$ cat src/rtl/updn_pkg.sv
package updn_pkg;
  typedef enum logic {
    DIR_UP   = 1'b0,
    DIR_DOWN = 1'b1
  } dir_e;
endpackage

$ cat src/rtl/updn_next_state.sv
module updn_next_state #(
  parameter int WIDTH = 4
) (
  input  logic [WIDTH-1:0] state_i,
  input  logic             load_i,
  input  logic [WIDTH-1:0] load_val_i,
  input  logic             step_i,
  input  updn_pkg::dir_e   dir_i,
  output logic [WIDTH-1:0] next_o
);
  localparam logic [WIDTH-1:0] ONE = WIDTH'(1);

  // load wins; every path assigns next_o
  always_comb begin
    next_o = state_i;
    if (load_i) begin
      next_o = load_val_i;
    end else if (step_i) begin
      unique case (dir_i)
        updn_pkg::DIR_UP:   next_o = state_i + ONE;
        updn_pkg::DIR_DOWN: next_o = state_i - ONE;
        default:            next_o = state_i;
      endcase
    end
  end
endmodule

$ cat src/rtl/updn_state_reg.sv
module updn_state_reg #(
  parameter int WIDTH = 4
) (
  input  logic             clk_i,
  input  logic             rst_ni,
  input  logic [WIDTH-1:0] next_i,
  output logic [WIDTH-1:0] state_o
);
  localparam logic [WIDTH-1:0] ZERO = '0;

  // synchronous reset
  always_ff @(posedge clk_i) begin
    if (!rst_ni) state_o <= ZERO;
    else         state_o <= next_i;
  end
endmodule

$ cat src/rtl/updn_carry_gen.sv
module updn_carry_gen #(
  parameter int WIDTH = 4
) (
  input  logic [WIDTH-1:0] state_i,
  input  logic             carry_i,
  input  updn_pkg::dir_e   dir_i,
  output logic             carry_o
);
  localparam logic [WIDTH-1:0] TOP = '1;
  localparam logic [WIDTH-1:0] BOT = '0;

  logic at_top, at_bot;
  assign at_top = (state_i == TOP);
  assign at_bot = (state_i == BOT);

  always_comb begin
    carry_o = 1'b0;
    if (carry_i) begin
      unique case (dir_i)
        updn_pkg::DIR_UP:   carry_o = at_top;
        updn_pkg::DIR_DOWN: carry_o = at_bot;
        default:            carry_o = 1'b0;
      endcase
    end
  end
endmodule

$ cat src/rtl/updn_counter.sv
module updn_counter #(
  parameter int WIDTH = 4
) (
  input  logic             clk_i,
  input  logic             rst_ni,
  input  logic             load_i,
  input  logic [WIDTH-1:0] load_val_i,
  input  logic             cnt_en_i,
  input  logic             carry_i,
  input  logic             down_i,
  output logic [WIDTH-1:0] count_o,
  output logic             carry_o
);
  logic [WIDTH-1:0] state_q, state_d;
  logic             step;
  updn_pkg::dir_e   dir;

  assign step = cnt_en_i & carry_i;
  assign dir  = down_i ? updn_pkg::DIR_DOWN : updn_pkg::DIR_UP;

  updn_next_state #(.WIDTH(WIDTH)) u_next (
    .state_i   (state_q),
    .load_i    (load_i),
    .load_val_i(load_val_i),
    .step_i    (step),
    .dir_i     (dir),
    .next_o    (state_d)
  );

  updn_state_reg #(.WIDTH(WIDTH)) u_reg (
    .clk_i  (clk_i),
    .rst_ni (rst_ni),
    .next_i (state_d),
    .state_o(state_q)
  );

  updn_carry_gen #(.WIDTH(WIDTH)) u_carry (
    .state_i(state_q),
    .carry_i(carry_i),
    .dir_i  (dir),
    .carry_o(carry_o)
  );

  assign count_o = state_q;
endmodule

$ cat config.mk
export PLATFORM = sky130hd
export DESIGN_NAME = updn_counter
export DESIGN_NICKNAME = d
export VERILOG_FILES = /design/src/rtl/updn_pkg.sv /design/src/rtl/updn_next_state.sv /design/src/rtl/updn_state_reg.sv /design/src/rtl/updn_carry_gen.sv /design/src/rtl/updn_counter.sv
export SDC_FILE = /design/constraint.sdc
export NUM_CORES = 1
export LEC_CHECK = 0
export ABC_AREA = 1
export CAP_MARGIN = 10
export CORE_AREA = 2 2 39 41
export CTS_BUF_LIST = sky130_fd_sc_hd__clkbuf_8
export DETAILED_ROUTE_END_ITERATION = 8
export DIE_AREA = 0 0 41 43
export PLACE_DENSITY = 0.59
export SKIP_CTS_REPAIR_TIMING = 1
export SLEW_MARGIN = 20
export SYNTH_ARGS = -nofsm -noshare
export SYNTH_HDL_FRONTEND = slang
export SYNTH_SLANG_ARGS = --single-unit
$ cat constraint.sdc
create_clock -name clk_i -period 1.5 [get_ports clk_i]
set_input_delay 0.15 -clock clk_i [delete_from_list [all_inputs] [get_ports clk_i]]
set_output_delay 0.15 -clock clk_i [all_outputs]
set_load 0.1 [all_outputs]
; ---- After elaboration in Yosys (flattened, before gate mapping)
; Index checks and enable logic that the tools add are counted.
; W data, S select, Z words.
[word_totals]
in_bits = 10
word_cells = 14
ff_bits = 4
out_inout_bits = 5
[classes]
n_addsub = 2
muxes = 6
bitwise_logic = 2
eq_ne = 1
n_reduce_logical = 2
[op_table]
columns = cell, count
row1 = $mux W4, 2
row2 = $pmux W4 S2, 1
row3 = $add A4 B1 Y4 const B, 1
row4 = $eq A4 B4 Y1 const B, 1
row5 = $logic_not A4 Y1, 1
row6 = $sub A4 B1 Y4 const B, 1
row7 = $mux W1, 2
row8 = $pmux W1 S2, 1
row9 = $reduce_bool A2 Y1, 1
row10 = $and A1 B1 Y1, 1
row11 = $not A1 Y1, 1

; ---- Depth between registers and ports, before layout
[logic_depth]
ltp_word = 5
ltp_mapped = 7
mapped_depth_nobuf = 7

; ---- Modules after synthesis
; A second synthesis with hierarchy kept.
[hier_totals]
cells_unflattened = 62
area_unflattened_um2 = 357.8
[modules_own_cells]
columns = module, cells_per_inst, n_inst, seq_area_each_um2, area_per_inst_um2
row1 = updn_next_state, 38, 1, 0.0, 196.4
row2 = updn_state_reg, 12, 1, 80.1, 110.1
row3 = updn_carry_gen, 10, 1, 0.0, 43.8
row4 = updn_counter, 2, 1, 0.0, 7.5

; ---- Least setup slack after synthesis
; No wires, ideal clock.
[synth_path]
path_kind = flip-flop to output port
startpoint = register u_reg.state_o[0]
endpoint = output carry_o
arrival_time_ns = 2.940
stages_incl_launch_ff = 5
required_time_ns = 1.350
slack_ns = -1.590
path_buffers = 0
path_cell_list = dfxtp_1 -> inv_1 -> nor3_1 -> nand3_1 -> a21boi_1
[synth_via]
elab_chain_cells = 3
elab_cells_between_ends = 4
classes_between = 1 x eq/ne / 2 x mux / 1 x reduce/logical
[synth_rtl]
columns = item, line_no
row1 = start: declaration, updn_state_reg.sv:7  ; output logic [WIDTH-1:0] state_o
row2 = start signal: assignment, updn_state_reg.sv:14  ; else state_o <= next_i;
row3 = $eq A4 B4 Y1 / $logic_not A4 Y1 (equally long branches), "updn_carry_gen.sv:13, updn_carry_gen.sv:14"
row4 = $pmux W1 S2 (*), updn_carry_gen.sv:19  ; unique case (dir_i)
row5 = $mux W1 (*), updn_carry_gen.sv:18  ; if (carry_i) begin
row6 = end: declaration, updn_counter.sv:12  ; output logic carry_o
; Every way passes the cells marked *; elsewhere a longest branch is shown, timed or not.

; ---- Worst setup path in the final report
; Ends and elaborated chain as after synthesis.

==> out/metrics.cfg <==
[status]
run_status=finished, final reports clean

[timing]
clock-skew-final_ns=0.00198
clock.fmax_mhz=718
finalCritPeriodShare_pct=92.9
fin_ws_ns=0.106
worstMarginPinSlew_ns=0.228
period_needed_ns=1.39
finalHoldViolCount=0
setup_viol=0
timing.slew.headroom_pct=84.7
drv_slew=0
setup-tns-final_ns=0
rsz0062_at_grt=false

[yosys]
yosysTopAreaCellShare_pct=23.3
syn_area_per_cell_um2=6.62
synth_cell_type_count=18
ys_warn_count=0
synth_largest_area_cell=dfxtp_1
ys.flop_type=dfxtp_1
synth_area_um2=344
synth_edf_count=0
synth_area_leaders=dfxtp_1 23%, nand2_1 17%, inv_1 7.6%, ha_1 7.3%, fa_1 5.8%
yosysMostFrequentCell=nand2_1
ys_async_sr_fraction_pct=0
netlist_top_cells_count=16 x nand2_1, 7 x inv_1, 4 x dfxtp_1, 4 x o21ai_0
syn_inst=52
synthesis.nets=65
synth-seq-cells=4
synth-seq-area-share_pct=23.3

[grt]
antenna_found_initial=0
grt_pass1_vias=406
grt_usage_pct=13.0
grt_max_degree=8
grt_first_pass_wirelength_um=1580
grt-ovfl-total=0

[clock_network]
htree_levels=1
clk_pin_slew_ns=0.03
cts_tree=built
cts_root_buf=clkbuf_8
cts_made_buffers=3
clk_latency_ns=0.22
numClockSinks=4
cts_buffer_depth=2

[power]
ir_drop_uv=507
powerDensity_nw_per_um2=907
finalPower_uw=610
cellLeakagePower_nw=0.307

[job]
maxCapViolations=0

[die]
start_util_pct=24.9
io_pins=15
rows=14
die_area_um2=1760
core_area_um2=1380
die_h_um=43
die_x_um=41

[final_layout]
reg_top3=u_reg.state_o (4)
area_growth_pct=95.6
largest_reg_flops=4
final_nets=88
n_antenna_cell=0
largest_register=u_reg.state_o
drive_gt1_share_pct=32.9
final_area_um2=673

[route]
antenna_left=0
drt_iter0_drc=8
post-route-drc-count=0
vias=408
wl_per_cell_um=9.93
totalWireLength_um=884
drtPass1Iterations=4
via_per_inst=4.58

[worst_setup_path]
endpoint_kind=output pin
crit_path_start_kind=flop
critPathKind=reg -> out
worstPathArrival_ns=1.24
crit_required_ns=1.35
crit_fanout=4

[placement]
placed_area_um2=611
hpwlAfterDp_um=722
port_buffers=14
pre_cts_ws_ns=-0.208
gp_congestion=0.796

[min_path]
hold_path.class=in -> reg

-- where the power goes --
group	total, mW	switching (mW)	internal [mW]
Clock	0.226	0.0549	0.171
Sequential	0.132	0.0160	0.116
Combinational	0.252	0.144	0.108
-- layout make-up --
type	count	area [um^2]
Clock buffer	3	41.3
Fill cell	125	711
Inverter	7	28.8
Multi-Input combinational cell	41	265
Sequential cell	4	95.1
Tap cell	16	20.0
Timing Repair Buffer	18	223
-- layout by cell type, fill, tap and decap left out --
cell type        count
a21boi_4             1
a21oi_1              3
a21oi_2              1
a31oi_1              1
buf_12               5
buf_4                4
clkbuf_8             3
clkdlybuf4s50_1      8
dfxtp_4              4
dlymetal6s2s_1       1
fa_1                 1
ha_1                 2
inv_1                5
inv_2                1
inv_4                1
nand2_1             16
nand3_1              1
nand3_2              2
nand4_1              1
nor2_1               3
nor3_4               1
o21ai_0              4
or2_2                1
xnor2_1              2
xor2_1               1
-- critical path, cell delays in order, from the launching register on --
cell      delay, ns
dfxtp_4        0.35
inv_4          0.05
nor3_4         0.15
nand3_2        0.11
a21boi_4       0.18
buf_12         0.19
-- per-stage QoR --
stage	hold slack, ns	utilization, %	cells
after floorplan	0.278	-	52
after global placement	0.531	44.1	85
after detailed placement	0.530	44.1	85
after CTS	0.496	47.1	88
after global routing	0.499	48.6	89
final	0.494	48.6	89
-- layer usage --
layer,GRT usage (%),vias to the layer above,share of wire (%)
li1,-,213,-
met1,15.5,178,44
met2,20.6,17,49
met3,6.28,0,7.1
met4,2.00,0,0
met5,0,-,0
-- cell families (layout without fill, tap and decap cells) --
logic type	count (synthesis)	after routing	synth area share, %
xor gates and xnor gates	3	3	7.64
and+or+nand+nor	25	25	31.6
adders and majority gates	3	3	13.1
AOI/OAI and AO/OA	10	10	16.7
DFF	4	4	23.3
buffers and inverters	7	28	7.64
-- worst paths after layout --
kind | slack [ns] | depth (start not counted) | end | from
hold reg to reg | 0.52 | 2 | u_reg.state_o[0] | u_reg.state_o[0]
hold / removal | 0.49 | 3 | u_reg.state_o[2] | load_val_i[2]
setup / recovery | 0.11 | 5 | carry_o | u_reg.state_o[0]
setup reg to reg | 0.19 | 6 | u_reg.state_o[3] | u_reg.state_o[2]
Note: power is estimated with default switching activity, not from simulation.
